===== config.mk =====
export PLATFORM = sky130hd
export DESIGN_NAME = vram_wfifo
export DESIGN_NICKNAME = d
export VERILOG_FILES = /design/src/rtl/vwf_pkg.sv /design/src/rtl/vwf_addr_gen.sv /design/src/rtl/vwf_slots.sv /design/src/rtl/vwf_drain.sv /design/src/rtl/vram_wfifo.sv
export SDC_FILE = /design/constraint.sdc
export NUM_CORES = 1
export LEC_CHECK = 0
export ABC_AREA = 1
export BUFFER_PORTS_ARGS = -buffer_cell sky130_fd_sc_hd__buf_2
export CAP_MARGIN = 15
export CORE_MARGIN = 4
export CORE_UTILIZATION = 56
export CTS_CLUSTER_DIAMETER = 40
export CTS_CLUSTER_SIZE = 8
export DETAILED_ROUTE_END_ITERATION = 8
export GPL_ROUTABILITY_DRIVEN = 0
export PLACE_DENSITY = 0.77
export SLEW_MARGIN = 20
export SYNTH_ARGS = -nofsm -noshare
export SYNTH_HDL_FRONTEND = slang
export SYNTH_SLANG_ARGS = --single-unit

===== constraint.sdc =====
create_clock -name clk -period 4.9 [get_ports clk]
set_input_delay 0 -clock clk [delete_from_list [all_inputs] [get_ports clk]]
set_output_delay 0 -clock clk [all_outputs]
set_load 0.03 [all_outputs]

===== src/rtl/vwf_pkg.sv =====
package vwf_pkg;

  localparam int VWF_AW = 16;
  localparam int VWF_IW = 8;

  typedef enum logic [1:0] {
    TGT_VRAM  = 2'd0,
    TGT_CRAM  = 2'd1,
    TGT_VSRAM = 2'd2,
    TGT_RSVD  = 2'd3
  } tgt_e;

  typedef struct packed {
    logic [VWF_AW-1:0] addr;
    logic [15:0]       data;
    logic              up_v;
    logic              lo_v;
    tgt_e              tgt;
  } slot_t;

  // running address after one accepted write
  function automatic logic [VWF_AW-1:0] advance_addr(input logic [VWF_AW-1:0] a,
                                                     input logic [VWF_IW-1:0] inc);
    return a + {{(VWF_AW-VWF_IW){1'b0}}, inc};
  endfunction

  // byte address for a lane of the word holding address a
  function automatic logic [VWF_AW-1:0] lane_addr(input logic [VWF_AW-1:0] a,
                                                  input logic upper);
    return {a[VWF_AW-1:1], ~upper};
  endfunction

  // form a slot from one CPU write
  function automatic slot_t build_slot(input logic bus8, input logic us, input logic ls,
                                       input logic [15:0] d, input logic [VWF_AW-1:0] a,
                                       input tgt_e t);
    slot_t s;
    s.addr = a;
    s.tgt  = t;
    if (bus8) begin
      s.data = {d[7:0], d[7:0]};
      s.up_v = ~a[0];
      s.lo_v = a[0];
    end else begin
      s.data = d;
      s.up_v = us;
      s.lo_v = ls;
    end
    return s;
  endfunction

endpackage


===== src/rtl/vwf_addr_gen.sv =====
module vwf_addr_gen
  import vwf_pkg::*;
(
  input  logic              clk,
  input  logic              rst_n,
  input  logic              load,
  input  logic [VWF_AW-1:0] load_addr,
  input  tgt_e              load_tgt,
  input  logic              accept,
  input  logic [VWF_IW-1:0] incr,
  output logic [VWF_AW-1:0] cur_addr,
  output tgt_e              cur_tgt
);

  always_ff @(posedge clk) begin
    if (!rst_n) begin
      cur_addr <= '0;
      cur_tgt  <= TGT_VRAM;
    end else if (load) begin
      cur_addr <= load_addr;
      cur_tgt  <= load_tgt;
    end else if (accept) begin
      cur_addr <= advance_addr(cur_addr, incr);
    end
  end

  AST_ADDR_HOLD: assert property (@(posedge clk) disable iff (!rst_n)
    (!accept && !load) |=> $stable(cur_addr) && $stable(cur_tgt));

  AST_LOAD_WINS: assert property (@(posedge clk) disable iff (!rst_n)
    load |=> cur_addr == $past(load_addr));

endmodule


===== src/rtl/vwf_slots.sv =====
module vwf_slots
  import vwf_pkg::*;
#(
  parameter int DEPTH = 4
) (
  input  logic  clk,
  input  logic  rst_n,
  input  logic  push,
  input  slot_t push_slot,
  input  logic  pop,
  input  logic  step_half,
  output slot_t head,
  output logic  head_half,
  output logic  full,
  output logic  empty
);

  localparam int PTR_W = (DEPTH > 1) ? $clog2(DEPTH) : 1;
  localparam int CNT_W = $clog2(DEPTH + 1);
  localparam logic [PTR_W-1:0] LAST_SLOT = PTR_W'(DEPTH - 1);

  slot_t            slot_q [DEPTH];
  logic [PTR_W-1:0] wr_ptr;
  logic [PTR_W-1:0] rd_slot;
  logic             rd_half;   // extra low-order bit of the head index
  logic [CNT_W-1:0] count_q;

  function automatic logic [PTR_W-1:0] bump(input logic [PTR_W-1:0] p);
    return (p == LAST_SLOT) ? '0 : p + 1'b1;
  endfunction

  for (genvar g = 0; g < DEPTH; g++) begin : g_slot
    always_ff @(posedge clk) begin
      if (!rst_n) begin
        slot_q[g] <= '0;
      end else if (push && (wr_ptr == PTR_W'(g))) begin
        slot_q[g] <= push_slot;
      end
    end
  end

  always_ff @(posedge clk) begin
    if (!rst_n) begin
      wr_ptr  <= '0;
      rd_slot <= '0;
      rd_half <= 1'b0;
      count_q <= '0;
    end else begin
      if (push) wr_ptr <= bump(wr_ptr);
      if (pop) begin
        rd_slot <= bump(rd_slot);
        rd_half <= 1'b0;
      end else if (step_half) begin
        rd_half <= 1'b1;
      end
      case ({push, pop})
        2'b10:   count_q <= count_q + 1'b1;
        2'b01:   count_q <= count_q - 1'b1;
        default: count_q <= count_q;
      endcase
    end
  end

  assign head      = slot_q[rd_slot];
  assign head_half = rd_half;
  assign full      = (count_q == CNT_W'(DEPTH));
  assign empty     = (count_q == '0);

  AST_NO_OVERFLOW: assert property (@(posedge clk) disable iff (!rst_n)
    push |-> !full);

  AST_NO_UNDERFLOW: assert property (@(posedge clk) disable iff (!rst_n)
    pop |-> !empty);

  AST_PUSH_POP_KEEP: assert property (@(posedge clk) disable iff (!rst_n)
    (push && pop) |=> count_q == $past(count_q));

  AST_HALF_CLEARS: assert property (@(posedge clk) disable iff (!rst_n)
    pop |=> !rd_half);

  AST_HALF_ONCE: assert property (@(posedge clk) disable iff (!rst_n)
    step_half |-> !rd_half);

endmodule


===== src/rtl/vwf_drain.sv =====
module vwf_drain
  import vwf_pkg::*;
(
  input  logic              clk,
  input  logic              rst_n,
  input  logic              mem_8bit,
  input  slot_t             head,
  input  logic              head_half,
  input  logic              empty,
  input  logic              mem_ready,
  output logic              mem_req,
  output logic [VWF_AW-1:0] mem_addr,
  output logic [15:0]       mem_data,
  output logic              mem_we_hi,
  output logic              mem_we_lo,
  output logic [1:0]        mem_target,
  output logic              pop,
  output logic              step_half
);

  logic upper_turn;   // 8-bit memory: upper lane still owed
  logic last_byte;    // this request finishes the entry
  logic fire;

  always_comb begin
    mem_req    = !empty;
    upper_turn = head.up_v && !head_half;
    mem_target = head.tgt;
    if (!mem_8bit) begin
      mem_addr  = lane_addr(head.addr, 1'b1);
      mem_data  = head.data;
      mem_we_hi = head.up_v;
      mem_we_lo = head.lo_v;
      last_byte = 1'b1;
    end else begin
      mem_addr  = lane_addr(head.addr, upper_turn);
      mem_data  = {8'h00, upper_turn ? head.data[15:8] : head.data[7:0]};
      mem_we_hi = 1'b0;
      mem_we_lo = 1'b1;
      last_byte = !(upper_turn && head.lo_v);
    end
    if (empty) begin
      mem_we_hi = 1'b0;
      mem_we_lo = 1'b0;
    end
    fire      = mem_req && mem_ready;
    pop       = fire && last_byte;
    step_half = fire && !last_byte;
  end

  AST_REQ_HOLD: assert property (@(posedge clk) disable iff (!rst_n)
    (mem_req && !mem_ready) |=> mem_req && $stable(mem_addr) && $stable(mem_data));

  AST_NARROW_WE: assert property (@(posedge clk) disable iff (!rst_n)
    (mem_8bit && mem_req) |-> (!mem_we_hi && mem_we_lo));

  AST_SOME_LANE: assert property (@(posedge clk) disable iff (!rst_n)
    mem_req |-> (head.up_v || head.lo_v));

  AST_EVEN_FIRST: assert property (@(posedge clk) disable iff (!rst_n)
    (mem_8bit && step_half) |-> !mem_addr[0]);

endmodule


===== src/rtl/vram_wfifo.sv =====
module vram_wfifo
  import vwf_pkg::*;
#(
  parameter int DEPTH = 4
) (
  input  logic        clk,
  input  logic        rst_n,
  input  logic        mem_8bit,
  input  logic        cpu_bus8,
  input  logic        cpu_wr,
  input  logic        cpu_ustrb,
  input  logic        cpu_lstrb,
  input  logic [15:0] cpu_data,
  input  logic        addr_load,
  input  logic [15:0] addr_value,
  input  logic [1:0]  target_value,
  input  logic [7:0]  addr_incr,
  output logic        cpu_wait,
  output logic        fifo_full,
  output logic        fifo_empty,
  output logic        mem_req,
  input  logic        mem_ready,
  output logic [15:0] mem_addr,
  output logic [15:0] mem_data,
  output logic        mem_we_hi,
  output logic        mem_we_lo,
  output logic [1:0]  mem_target
);

  logic              has_lane;
  logic              accept;
  logic [VWF_AW-1:0] cur_addr;
  tgt_e              cur_tgt;
  slot_t             new_slot;
  slot_t             head;
  logic              head_half;
  logic              pop;
  logic              step_half;

  assign has_lane = cpu_bus8 || cpu_ustrb || cpu_lstrb;
  assign accept   = cpu_wr && has_lane && !fifo_full;
  assign cpu_wait = cpu_wr && fifo_full;
  assign new_slot = build_slot(cpu_bus8, cpu_ustrb, cpu_lstrb, cpu_data, cur_addr, cur_tgt);

  vwf_addr_gen u_addr (
    .clk       (clk),
    .rst_n     (rst_n),
    .load      (addr_load),
    .load_addr (addr_value),
    .load_tgt  (tgt_e'(target_value)),
    .accept    (accept),
    .incr      (addr_incr),
    .cur_addr  (cur_addr),
    .cur_tgt   (cur_tgt)
  );

  vwf_slots #(.DEPTH(DEPTH)) u_slots (
    .clk       (clk),
    .rst_n     (rst_n),
    .push      (accept),
    .push_slot (new_slot),
    .pop       (pop),
    .step_half (step_half),
    .head      (head),
    .head_half (head_half),
    .full      (fifo_full),
    .empty     (fifo_empty)
  );

  vwf_drain u_drain (
    .clk        (clk),
    .rst_n      (rst_n),
    .mem_8bit   (mem_8bit),
    .head       (head),
    .head_half  (head_half),
    .empty      (fifo_empty),
    .mem_ready  (mem_ready),
    .mem_req    (mem_req),
    .mem_addr   (mem_addr),
    .mem_data   (mem_data),
    .mem_we_hi  (mem_we_hi),
    .mem_we_lo  (mem_we_lo),
    .mem_target (mem_target),
    .pop        (pop),
    .step_half  (step_half)
  );

  AST_WAIT_HOLDS_SLOTS: assert property (@(posedge clk) disable iff (!rst_n)
    (cpu_wait && !pop) |=> fifo_full);

  AST_EMPTY_NO_REQ: assert property (@(posedge clk) disable iff (!rst_n)
    fifo_empty |-> (!mem_req && !mem_we_hi && !mem_we_lo));

endmodule


; ---- After elaboration in Yosys (flattened, before gate mapping)
; Memories as Yosys holds them, arrays and structs flattened. A register that Yosys moved wholly into a read port is not among the register bits.
; Index checks and enable logic that the tools add are counted.
[totals]
ff_bits = 26
mem_bits_rw = 144
inputBits = 51
out_inout_bits = 40
word_cells = 83
mem_count = 1
[classes]
add_sub_neg = 5
n_eq_ne = 7
n_mux = 33
bitwise = 7
n_reduce_logical = 24
[memory_table]
columns = name, depth, width, rd, rd_ports_with_merged_regs, write_ports, line_no
row1 = u_slots.slot_q, 4, 36, 1, 1, 4, vwf_slots.sv:22  ; slot_t slot_q [DEPTH];
[ops]
columns = operator, n
row1 = 36-bit 2-to-1 mux, 4
row2 = 16-bit 2-to-1 mux, 3
row3 = 1-bit 2-to-1 mux, 19
row4 = 18-bit 2-to-1 mux, 1
row5 = 16-bit by 8-bit adder with 16-bit output, 1
row6 = 1-bit logical AND, 12
row7 = "2-bit equality test, second input constant", 4
row8 = 2-bit 2-to-1 mux, 4
row9 = 8-bit 2-to-1 mux, 1
row10 = 3-bit case mux with 2 select lines, 1
row11 = 1-bit logical NOT, 5
row12 = "2-bit by 1-bit adder with 2-bit output, second input constant", 2
row13 = "2-bit by 1-bit equality test with 1-bit output, second input constant", 2
row14 = 1-bit bitwise OR, 4
row15 = 2-bit nonzero test, 2
row16 = "3-bit by 1-bit adder with 3-bit output, second input constant", 1
row17 = "3-bit equality test, second input constant", 1
row18 = 3-bit logical NOT, 1
row19 = 1-bit inverter, 3
row20 = "3-bit by 1-bit subtractor with 3-bit output, second input constant", 1
row21 = 2-bit logical NOT, 1
row22 = 1-bit logical OR, 2
row23 = 2-bit OR reduction, 1

; ---- Logic depth before layout (Yosys ltp)
; Gate-level depths: netlist of the first run.
[depth]
word_depth = 9
mapped_depth = 16
ltp_nobuf = 15

; ---- Hierarchy
; Synthesis of the first run repeated with hierarchy kept, for this count alone.
[hier_totals]
hier_cells = 933
hier_area_um2 = 8743.4
[modules_own_cells]
columns = mod, instances, cells_per_inst, area_each_um2, seq_area_each_um2
row1 = vwf_slots, 1, 609, 6771.5, 4524.3
row2 = vwf_addr_gen, 1, 213, 1423.9, 360.3
row3 = vwf_drain, 1, 75, 377.9, 0.0
row4 = vram_wfifo, 1, 36, 170.2, 0.0

; ---- Least setup slack after synthesis of the first run
; Ideal clock, no wire load.
[synth_path]
path_type = register -> register
from = reg u_slots.count_q[0]
to = reg u_slots.count_q[1]
setup_time_ps = 70
arrival_time_ps = 2526
t_required_ps = 4830
path_slack_ps = 2305
stages_incl_launch_ff = 11
n_path_buf = 0
synth_period_minus_slack_ps = 2595
cell_sequence = dfxtp_1 > nor3_1 > inv_2 > nand2_1 > inv_1 > nand2_2 > inv_2 > ha_1 > inv_1 > fa_1 > a21oi_1
[synth_via]
elab_chain_len = 6
word_cells_on_any_way = 13
classes_between = add/sub (2) / eq/ne (3) / mux (1) / reduce/logical (7)
[synth_lines]
columns = item, line_no
row1 = "start, declared", vwf_slots.sv:26  ; logic [CNT_W-1:0] count_q;
row2 = "start signal, assigned", vwf_slots.sv:57  ; 2'b10: count_q <= count_q + 1'b1;
row3 = "start signal, assigned", vwf_slots.sv:58  ; 2'b01: count_q <= count_q - 1'b1;
row4 = "start signal, assigned", vwf_slots.sv:59  ; default: count_q <= count_q;
row5 = 3-bit logical NOT (*), vwf_slots.sv:67  ; assign empty = (count_q == '0);
row6 = via fifo_empty, vram_wfifo.sv:20  ; output logic fifo_empty,
row7 = 1-bit logical NOT (*), vwf_drain.sv:26  ; mem_req = !empty;
row8 = via mem_req, vram_wfifo.sv:21  ; output logic mem_req,
row9 = 1-bit logical AND (*), vwf_drain.sv:46  ; fire = mem_req && mem_ready;
row10 = 1-bit logical AND (*), vwf_drain.sv:47  ; pop = fire && last_byte;
row11 = via pop, vram_wfifo.sv:37  ; logic pop;
row12 = 2-bit by 1-bit equality test with 1-bit output or 2-bit equality test (tied branches), vwf_slots.sv:56  ; case ({push, pop})
row13 = 3-bit case mux with 2 select lines or 2-bit nonzero test (tied branches), -
; The timed path passes the listed nets; every way through them passes the cells marked *.
; A chain may end at the register's enable or synchronous reset.

==> results of run 1 <==
## cells by family (layout without fill, tap and decap cells)
| logic type | after synthesis | in the layout |
|---|---|---|
| and+or+nand+nor | 395 | 395 |
| DFF | 168 | 168 |
| AOI/OAI and AO/OA | 164 | 164 |
| buffers and inverters | 131 | 242 |
| adders and majority gates | 16 | 16 |
| xor gates and xnor gates | 5 | 5 |
## stage by stage
| stage | hold WS (ns) | instance area, um2 |
|---|---|---|
| 6_report | -0.002840 | 9530 |
| 2_1_floorplan | 0.1514 | 8255 |
| 5_1_grt | 0.01651 | 9530 |
| 3_5_place_dp | 0.2782 | 8663 |
| 3_3_place_gp | 0.2785 | 8663 |
| 4_1_cts | 0.001988 | 9530 |
## routing by layer
layer	routed length, um	GRT usage, %
met5	0	0
met4	335	8.313
met3	1456	5.111
met2	9390	38.51
met1	8291	32.14
## layout make-up
class                      count  share of cell area, %
clock buffer                  19                  4.542
sequential                   168                  50.01
multi-input combinational    580                  29.81
timing repair buffer         124                  8.140
tap                          184                  2.416
inverter                      86                  3.466
clock inverter                13                  1.615
## power breakdown
| part | switching [mW] | internal, mW |
|---|---|---|
| clock network | 0.541 | 0.797 |
| logic | 1.22 | 0.486 |
| registers | 0.0945 | 1.71 |
## cell usage after synthesis
cell and number:
nand2_2 2, edfxtp_1 140, a32o_1 8, clkbuf_1 13, o21ai_1 4, nor2_2 10
nand2_1 133, buf_4 9, o22ai_1 25, nand3_4 5, nand4_1 2, clkinv_4 1
inv_4 1, nor3_1 2, inv_1 78, fa_1 2, a31oi_1 4, buf_2 9
o211ai_1 1, dfxtp_1 28, ha_1 14, nand3_2 3, inv_2 5, a21o_1 1
nor2_4 2, o21a_1 1, clkinv_1 1, a22oi_1 1, nor2_1 208, nand3_1 25
or2_2 1, nand3b_4 1, xor2_1 5, or2_0 1, a21oi_1 31, o21ai_0 88
buf_6 14
## registers in the layout, indices dropped and copies added, names as in the netlist, named ones only
signal,count
u_addr.cur_addr,16
u_addr.cur_tgt,2
u_slots.count_q,3
u_slots.head_half,1
u_slots.rd_slot,2
u_slots.slot_q,140
u_slots.wr_ptr,2
## worst paths after layout
| check | cells after the start | end | slack, ns |
|---|---|---|---|
| max | 15 | u_slots.count_q[2] | 1.62 |
| min | 4 | u_addr.cur_addr[0] | -0.003 |
| max reg2reg | 15 | u_slots.count_q[2] | 1.62 |
| min reg2reg | 2 | u_slots.count_q[2] | 0.50 |
## critical path: stages, from the launching register on
cell and delay [ns]:
dfxtp_2 0.81, inv_4 0.44, nand2_1 0.19, nand3_2 0.12, nand3b_4 0.15, nor2_4 0.09, nand2_1 0.11, nand2_2 0.07
inv_2 0.09, ha_1 0.14, inv_1 0.07, fa_1 0.38, a21oi_1 0.14, o21ai_0 0.11, o21ai_0 0.15, a21oi_1 0.05
==> impl_results.md, run 1 <==
- Crit path DAT: around 3.6 ns
- First-pass GRT wire length: 30730 um
- Floorplan row count: 44
- Hold Path Origin: addr_incr[0]
- Fmax: 304.7 MHz
- Clock Sinks: about 170
- Largest net degree at the start of global routing: between 70 and 80
- Most common cell after layout, fill and taps aside: nor2_1
- Remaining routing DRC violations: 0
- Die Height: approximately 130 um
- Synth area leader: edfxtp_1
- Total power draw: roughly 4.8 mW
- Main combinational cell family by area after synthesis: simple AND/OR/NAND/NOR gates
- Sequential fraction of the synthesis area: 57.71%
- Worst-path fanout max: 70
- Starting Density: a little under three fifths
- Clock transition at path regs: around 0.06 ns
- Mapped Nets: around 950
- Max-cap violations: 0
- Post-place setup slack: between 1.5 and 2 ns
- Vias in the first global route: roughly 6300
- CTS Buf Count: 17
- Syn_area_per_cell: roughly 9.4 um2
- Worst hold-check path type: input pin to flop
- Commonest non-fill, non-tap cells in the layout: 208 x nor2_1, 140 x edfxtp_1, 133 x nand2_1, 90 x buf_2, 88 x o21ai_0
- Final setup TNS: 0 ns
- Post-CTS sizing: 0
- Global route total overflow: 0
- Initial drt markers: 536
- Failing checks: hold timing
- DRT Wirelength: slightly below 20000 um
- Synth top area cells: edfxtp_1 51%, nor2_1 9.5%, dfxtp_1 6.8%, nand2_1 6.0%, o21ai_0 5.3%
- Status: finished with violations
- P per Cell Area: 508.3 nW/um2
- CTS tree: done
- Post-Syn Area: ~8300 um2
- H-Tree Depth: 4
- Unique masters post-synth: 37
- Relative slew slack: between 40% and 50%
- Worst vdd ir: about 0.00023 V
- WL per Instance: roughly 17 um
- Layout cells sized above 1: 15.76%
- Unrepaired setup endpoints after global routing: false
- Hold_ws: -0.002840 ns
- Vias: between 6000 and 7000
- Initial antenna violation count: 0
- Post-layout min period: 3.282 ns
- Fin util: between 60% and 70%
- Worst Path Class, Setup: flop to flop
- Synth Area in Simple Gates: approximately a fifth
- Nets: ~1000
- Worst setup SP type: flop
- Clock Latency Late Sink: between 0.4 and 0.5 ns
- Core area: roughly 14000 um2
- Ys Warns: 0
- Die X: 129.4 um
- Adder-cell share of the synthesized area: ~2.6%
- Synth Area in Compound Gates: between 10% and 20%
- ANT cells: 0
- Area growth syn-to-layout: 15.44%
- Yosys top cell area share: slightly above 50%
- Crit share post-route: between 60% and 70%
- Die area: between 15000 and 20000 um2
- Fillers: 1145
- Root Buffer: clkbuf_16
- Total track usage: a little under a quarter
- FF/Latch Area: 4766 um2
- Final hold vios: 1
- HPWL after detailed placement: between 10000 and 15000 um
- PnR worst setup slack: 1.618 ns
- Synth Area in XOR/XNOR: less than 1%
- Critical Path Sink Type: flop
- Final setup fails: 0
- Number of max-slew violations in the final report: 0
- CTS max path bufs: 2
- # Post-CTS Setup Buffers: 0
- Post-synthesis mux area share: 0%
- Ports: between 90 and 100
- ANT nets after route: 0
- CP required: between 5 and 6 ns
- Clock skew: ~0.0055 ns
- Cell leakage power: 4.036 nW
- Synth Register Bits: roughly 170
- Synth Instances: between 800 and 900
- DP Cell Count: 1114
- # hold bufs at CTS: 28
- Worst Tran Pin Value: between 0.8 and 0.9 ns
- PortBufs: 90
- DR pass1 iterations: 7
- Via density: between 5 and 6
- Final non-filler cell total: around 1200
- Multi-input logic area: between 2000 and 3000 um2
No activity file was read; power rests on OpenSTA's default activity.
==> inputs of run 2 (changes only) <==
Settings changed: ABC_AREA 1 to 0.
Clock period 4.9 ns to 3.19 ns, I/O delays scaled along.
==> run 2 against run 1 <==
Net effect:
- die area fell by 1.9%
- combinational power barely moved
- clock power rose by 63%
- largest power group unchanged
- highest routed layer unchanged
- via count fell by 17%
- the flow now finishes without violations
==> impl_results.md, run 2 <==
- Critical Path Sink Type: flop (unchanged)
- Worst Hold Endpoint: u_slots.slot_q[2][3] (was u_addr.cur_addr[0])
- Die Height: 128.2 um (was 129.4 um)
- Synth Register Bits: 168 (unchanged)
- DP Cell Count: 836 (was 1114)
- Vias: 5319 (was 6438)
- FF-to-FF setup slack: 0.54 ns (was 1.62 ns)
- Synth top area cells: edfxtp_1 52%, mux4_2 8.4%, and2_1 7.9%, dfxtp_1 6.9%, nor2_1 2.7% (was edfxtp_1 51%, nor2_1 9.5%, dfxtp_1 6.8%, nand2_1 6.0%, o21ai_0 5.3%)
- Async set-reset flop share out of synthesis: 0% (unchanged)
- Final hold vios: 0 (was 1)
- Final setup TNS: 0 ns (unchanged)
- First-pass GRT wire length: 29100 um (was 30730 um)
- Reg with most FFs: u_slots.slot_q (unchanged)
- Number of max-slew violations in the final report: 0 (unchanged)
- Worst hold-check path type: input pin to flop (unchanged)
- Post-route cell area: 9602 um2 (was 9530 um2)
- Unrepaired setup endpoints after global routing: false (unchanged)
- Reg power frac: 41.0% (was 37.2%)
- Fin util: 68.38% (was 65.82%)
- Clock Sinks: 168 (unchanged)
- Nets: 776 (was 1044)
- # Post-CTS Setup Buffers: 0 (unchanged)
- Post-place setup slack: 0.5516 ns (was 1.676 ns)
- PortBufs: 90 (unchanged)
- Core area: 14040 um2 (was 14480 um2)
- # hold bufs at CTS: 34 (was 28)
- Max-cap violations: 0 (unchanged)
- Clk pwr share: 33.1% (was 27.6%)
- Starting Density: 57.62% (was 57.02%)
- Commonest non-fill, non-tap cells in the layout: 140 x edfxtp_1, 102 x and2_1, 90 x buf_2, 58 x nor2_1, 34 x dlygate4sd3_1 (was 208 x nor2_1, 140 x edfxtp_1, 133 x nand2_1, 90 x buf_2, 88 x o21ai_0)
- ANT nets after route: 0 (unchanged)
- Remaining routing DRC violations: 0 (unchanged)
- Cell leakage power: 3.825 nW (was 4.036 nW)
- Clock Latency Late Sink: 0.42 ns (about the same)
- Root Buffer: clkbuf_16 (unchanged)
- Die area: 16440 um2 (was 16750 um2)
- Area growth syn-to-layout: 18.66% (was 15.44%)
- HPWL after detailed placement: 11030 um (was 11150 um)
- Synth Instances: 588 (was 879)
- Ports: 91 (unchanged)
- Worst vdd ir: 0.0004516 V (was 0.0002315 V)
- Post-Syn Area: 8092 um2 (was 8255 um2)
- WL per Instance: 20.30 um (was 16.59 um)
- DR pass1 iterations: 5 (was 7)
- Crit path DAT: 2.99 ns (was 3.59 ns)
- Floorplan row count: 43 (was 44)
- H-Tree Depth: 4 (unchanged)
- Yosys top cell area share: 51.96% (was 50.92%)
- Ys Warns: 0 (unchanged)
- Crit Reg-Reg Endpoint: u_slots.count_q[2] (unchanged)
- ANT cells: 0 (unchanged)
- Post-CTS sizing: 0 (unchanged)
- P_sw: 1.970 mW (was 1.853 mW)
- Clock transition at path regs: 0.06 ns (about the same)
- Post-layout min period: 2.651 ns (was 3.282 ns)
- Total power draw: 6.617 mW (was 4.844 mW)
- PnR worst setup slack: 0.5392 ns (was 1.618 ns)
- Switch share: 29.77% (was 38.24%)
- Layout cells sized above 1: 24.79% (was 15.76%)
- Reg2reg path depth: 9 (was 15)
- Max reg flops: 140 (unchanged)
- Die X: 128.2 um (was 129.4 um)
- Initial drt markers: 499 (was 536)
- Synth area leader: edfxtp_1 (unchanged)
- Hold Path Origin: cpu_ustrb (was addr_incr[0])
- Vias in the first global route: 5507 (was 6307)
- DRT Wirelength: 18310 um (was 19470 um)
- Worst-path fanout max: 30 (was 70)
- Hold Path Stages: 3 (was 4)
- Via density: 5.897 (was 5.484)
- Clock skew: 0.005761 ns (was 0.005548 ns)
- Relative slew slack: 28.67% (was 46.47%)
- Top cells by count, synth: 140 x edfxtp_1, 102 x and2_1, 58 x nor2_1, 30 x mux4_2, 28 x dfxtp_1 (was 208 x nor2_1, 140 x edfxtp_1, 133 x nand2_1, 88 x o21ai_0, 78 x inv_1)
- Hold_ws: 0.03466 ns (was -0.002840 ns)
- FF-to-FF Start: u_slots.count_q[0]
- Total track usage: 23.47% (was 23.79%)
- Biggest regs: u_slots.slot_q x140, u_addr.cur_addr x16, u_slots.count_q x3 (unchanged)
- Status: complete, no violations (was finished with violations)
- CTS tree: done (unchanged)
- CTS max path bufs: 2 (unchanged)
- Unique masters post-synth: 56 (was 37)
- Final setup fails: 0 (unchanged)
- Cell with the most instances after synthesis: edfxtp_1 (was nor2_1)
- Worst Tran Pin Value: 1.070 ns (was 0.8018 ns)
- Placement-stage cell area: 8628 um2 (was 8663 um2)
- Crit share post-route: 83.10% (was 66.98%)
- Mapped Nets: 655 (was 946)
- Worst Path Class, Setup: flop to flop (unchanged)
- Most common cell after layout, fill and taps aside: edfxtp_1 (was nor2_1)
- Sequential fraction of the synthesis area: 58.88% (was 57.71%)
- Syn_area_per_cell: 13.76 um2 (was 9.392 um2)
- Final non-filler cell total: 902 (was 1174)
- Power Internal: 4.647 mW (was 2.992 mW)
- Initial antenna violation count: 0 (unchanged)
- EDFF count, synth: 140 (unchanged)
- P per Cell Area: 689.2 nW/um2 (was 508.3 nW/um2)
- Predominant post-synthesis flop cell: edfxtp_1 (unchanged)
- Worst setup SP type: flop (unchanged)
- CP required: 3.53 ns (was 5.21 ns)
- Combinational power share: 25.9% (was 35.2%)
- Largest net degree at the start of global routing: 36 (was 71)
- Fmax: 377.3 MHz (was 304.7 MHz)
- CTS Buf Count: 17 (unchanged)
- Global route total overflow: 0 (unchanged)
-- run 2: cell types whose count changed in the layout (fill, tap and decap cells not counted), sizes merged, moves of 14 or more --
cell and delta:
nor2 -162, nand2 -114, and2 +102, o21ai -77, inv -75, mux4 +35, o22ai -25, nand3 -21
mux2i +16, a21oi -14
-- run 2: how the worst max path moves through the flow --
stage	start	end	slack (ns)	cells after the start
2_1_floorplan	flop	u_slots.count_q[2]	0.66	10
3_3_place_gp	u_slots.count_q[0]	u_slots.count_q[2]	0.62	9
3_5_place_dp	u_slots.count_q[0]	u_slots.count_q[2]	0.55	9
4_1_cts	u_slots.count_q[0]	u_slots.count_q[2]	0.53	9
5_1_grt	u_slots.count_q[0]	u_slots.count_q[2]	0.40	9
6_report	u_slots.count_q[0]	u_slots.count_q[2]	0.54	9
-- run 2: area by class of cell --
cell class | count | area (um2)
Fill cell | 977 | 4441
Clock inverter | 15 | 207.7
Sequential cell | 168 | 4766
Clock buffer | 17 | 425.4
Tap cell | 180 | 225.2
Multi-Input combinational cell | 379 | 3089
Timing Repair Buffer | 131 | 843.3
Inverter | 12 | 45.04
-- run 2: kinds of logic after synthesis --
logic type | count (synthesis) | synth area share [%]
simple gates | 235 | 16.28
compound gates | 59 | 5.057
flops | 168 | 58.88
mux | 60 | 13.21
xor+xnor | 9 | 0.9742
fa+ha+maj | 16 | 2.660
buf+inv | 41 | 2.938
-- run 2: worst max-delay path, stage by stage, from the launching register on --
cell and delay (ns):
dfxtp_1 0.33, or3b_1 0.41, and3_4 0.30, inv_2 0.24
ha_1 0.23, inv_1 0.07, fa_1 0.38, xor2_1 0.16
or3_1 0.31, a21oi_1 0.14
-- run 2: routing by layer --
metal | vias up | global-route usage, % | routed length, um | part of all wire (%)
met2 | 228 | 38.09 | 9396 | 51
met4 | 0 | 9.363 | 402 | 2.2
met5 | - | 0 | 0 | 0
li1 | 2432 | - | - | -
met3 | 34 | 4.667 | 1141 | 6.2
met1 | 2625 | 31.29 | 7374 | 40
-- run 2: power groups by stage --
stage                     Sequential [mW]  Clock (mW)  Combinational [mW]
after detailed placement             2.75           0                1.69
final                                2.71        2.19                1.72
after global routing                 2.73        2.31                1.85
after floorplan                      2.71           0                1.30
after global placement               2.73           0                1.67
after CTS                            2.71        2.21                1.73
==> inputs of run 3 (changes only) <==
Settings changed: CORE_UTILIZATION 56 to 53, PLACE_DENSITY 0.77 to 0.76.
Clock period 3.19 ns to 2.25 ns, I/O delays scaled along.
==> run 3 against run 2 <==
Net effect:
- register-to-register slack worse by 0.65 ns
- critical endpoint unchanged
- the run now ends with setup timing left
- largest power group unchanged
- clock power is 38% higher
- global-route usage down 1.9 points
==> impl_results.md, run 3 (synthesis results as in run 2) <==
- P per Cell Area: 965.1 nW/um2 (was 689.2 nW/um2)
- Worst-path fanout max: 2 (was 30)
- First-pass GRT wire length: 29210 um (was 29100 um)
- DP Cell Count: 854 (was 836)
- Core area: 14750 um2 (was 14040 um2)
- Starting Density: 54.84% (was 57.62%)
- Root Buffer: clkbuf_16 (unchanged)
- CTS max path bufs: 2 (unchanged)
- Worst vdd ir: 0.0006332 V (was 0.0004516 V)
- Worst Path Class, Setup: flop to flop (unchanged)
- Worst Tran Pin Value: 0.5329 ns (was 1.070 ns)
- Unrepaired setup endpoints after global routing: true (was false)
- Met1 usage in global routing: 29.19% (was 31.29%)
- DR pass1 iterations: 5 (unchanged)
- PnR worst setup slack: -0.1139 ns (was 0.5392 ns)
- Vias in the first global route: 5461 (was 5507)
- Cell leakage power: 3.981 nW (was 3.825 nW)
- Number of max-slew violations in the final report: 0 (unchanged)
- Crit path DAT: 2.72 ns (was 2.99 ns)
- ANT nets after route: 0 (unchanged)
- Final setup fails: 1 (was 0)
- Fmax: 423.0 MHz (was 377.3 MHz)
- Failing checks: setup timing
- M2 GR Usage: 35.10% (was 38.09%)
- Remaining routing DRC violations: 0 (unchanged)
- Clock skew: 0.007803 ns (was 0.005761 ns)
- Die area: 17310 um2 (was 16440 um2)
- PortBufs: 90 (unchanged)
- Clock Latency Late Sink: 0.42 ns (about the same)
- Worst setup SP type: flop (unchanged)
- CTS Buf Count: 17 (unchanged)
- Status: finished with violations (was complete, no violations)
- Hold_ws: 0.01526 ns (was 0.03466 ns)
- Commonest non-fill, non-tap cells in the layout: 140 x edfxtp_1, 102 x and2_1, 90 x buf_2, 58 x nor2_1, 36 x dlygate4sd3_1 (was 140 x edfxtp_1, 102 x and2_1, 90 x buf_2, 58 x nor2_1, 34 x dlygate4sd3_1)
- Initial antenna violation count: 0 (unchanged)
- Final hold vios: 0 (unchanged)
- Max reg flops: 140 (unchanged)
- Final non-filler cell total: 931 (was 902)
- Largest net degree at the start of global routing: 36 (unchanged)
- Vias: 5362 (was 5319)
- Relative slew slack: 64.47% (was 28.67%)
- Initial drt markers: 470 (was 499)
- Floorplan row count: 44 (was 43)
- Critical Path Sink Type: flop (unchanged)
- Worst hold-check path type: input pin to flop (unchanged)
- Clock Sinks: 168 (unchanged)
- CTS tree: done (unchanged)
- Nets: 801 (was 776)
- DRT Wirelength: 18770 um (was 18310 um)
- H-Tree Depth: 4 (unchanged)
- Global route total overflow: 0 (unchanged)
- Clock transition at path regs: 0.06 ns (about the same)
- Crit share post-route: 105.1% (was 83.10%)
- Post-layout min period: 2.364 ns (was 2.651 ns)
- HPWL after detailed placement: 11100 um (was 11030 um)
- Reg with most FFs: u_slots.slot_q (unchanged)
- Global-route met3 utilization: 5.161% (was 4.667%)
- Most common cell after layout, fill and taps aside: edfxtp_1 (unchanged)
- Biggest regs: u_slots.slot_q x140, u_addr.cur_addr x16, u_slots.count_q x3 (unchanged)
- Placement-stage cell area: 8851 um2 (was 8628 um2)
- Most Crowded Layer GR: met2 (unchanged)
- Die Height: 131.6 um (was 128.2 um)
- Die X: 131.6 um (was 128.2 um)
- Post-route cell area: 9957 um2 (was 9602 um2)
- Layout cells sized above 1: 28.38% (was 24.79%)
- WL per Instance: 20.16 um (was 20.30 um)
- Final setup TNS: -0.1139 ns (was 0 ns)
- ANT cells: 0 (unchanged)
- Total track usage: 21.57% (was 23.47%)
- Via density: 5.759 (was 5.897)
- Area growth syn-to-layout: 23.06% (was 18.66%)
- Post-place setup slack: -0.08967 ns (was 0.5516 ns)
- Ports: 91 (unchanged)
- Max-cap violations: 0 (unchanged)
- CP required: 2.61 ns (was 3.53 ns)
==> run 3: cell types whose count changed in the layout (fill, tap and decap cells not counted), moves of 2 or more <==
| cell | delta |
|---|---|
| nand2_1 | -4 |
| buf_12 | +7 |
| mux4_2 | +2 |
| clkbuf_16 | +2 |
| buf_4 | +11 |
| nand2_2 | +4 |
| clkbuf_1 | +2 |
| mux4_1 | -2 |
| clkinv_1 | -2 |
| dlygate4sd3_1 | +2 |
==> run 3: where the power goes <==
group          switching (mW)  internal [mW]  total (mW)
sequential              0.159           3.69        3.85
clock                    1.17           1.85        3.02
combinational            1.57           1.18        2.74
==> run 3: path summary, 6_finish.rpt <==
check                             from                   end  slack [ns]  depth (start not counted)
setup / recovery  u_slots.slot_q[3][3]    u_slots.count_q[2]       -0.11                          9
hold / removal               cpu_lstrb  u_slots.slot_q[1][2]        0.02                          3
setup reg to reg  u_slots.slot_q[3][3]    u_slots.count_q[2]       -0.11                          9
hold reg to reg     u_slots.count_q[2]    u_slots.count_q[2]        0.51                          2
==> run 3: final cells by class <==
class,instances,area [um2]
clock buffers,19,432.9
clock inverters,13,178.9
fillers,1025,4797
inverters,12,45.04
multi-input cells,379,3112
flip-flops and latches,168,4768
well taps,184,230.2
repair buffers,156,1190
==> run 3: stage by stage <==
stage	util [%]	power [mW]
2_1_floorplan	-	5.698
3_5_place_dp	59.99	6.423
6_report	67.49	9.610
4_1_cts	66.70	9.468
5_1_grt	67.49	9.992
3_3_place_gp	59.99	6.360
==> run 3: repair_timing <==
action / 4_1_cts / 5_1_grt
hold buffers: 36 / 0
resized for setup: 5 / 8
endpoints found under the hold margin: 69 / 0
pin swaps: 1 / 2
cloned: 0 / 2
setup endpoints to repair: 18 / 19
buffers inserted: 1 / 6
==> run 3: worst max-delay path, cell delays in order, from the launching register on <==
cell	delay (ns)
edfxtp_1	0.41
mux4_2	0.53
nand3b_4	0.11
o211a_4	0.18
ha_4	0.14
inv_2	0.03
fa_2	0.33
xor2_1	0.16
or3_1	0.30
a21oi_1	0.12
==> run 3: routing by layer <==
layer / share of wire, % / wire (um) / vias up
met5: 0 / 0 / -
met4: 1.5 / 278 / 0
met3: 5.2 / 985 / 24
met2: 49 / 9244 / 198
met1: 44 / 8262 / 2668
li1: - / - / 2472
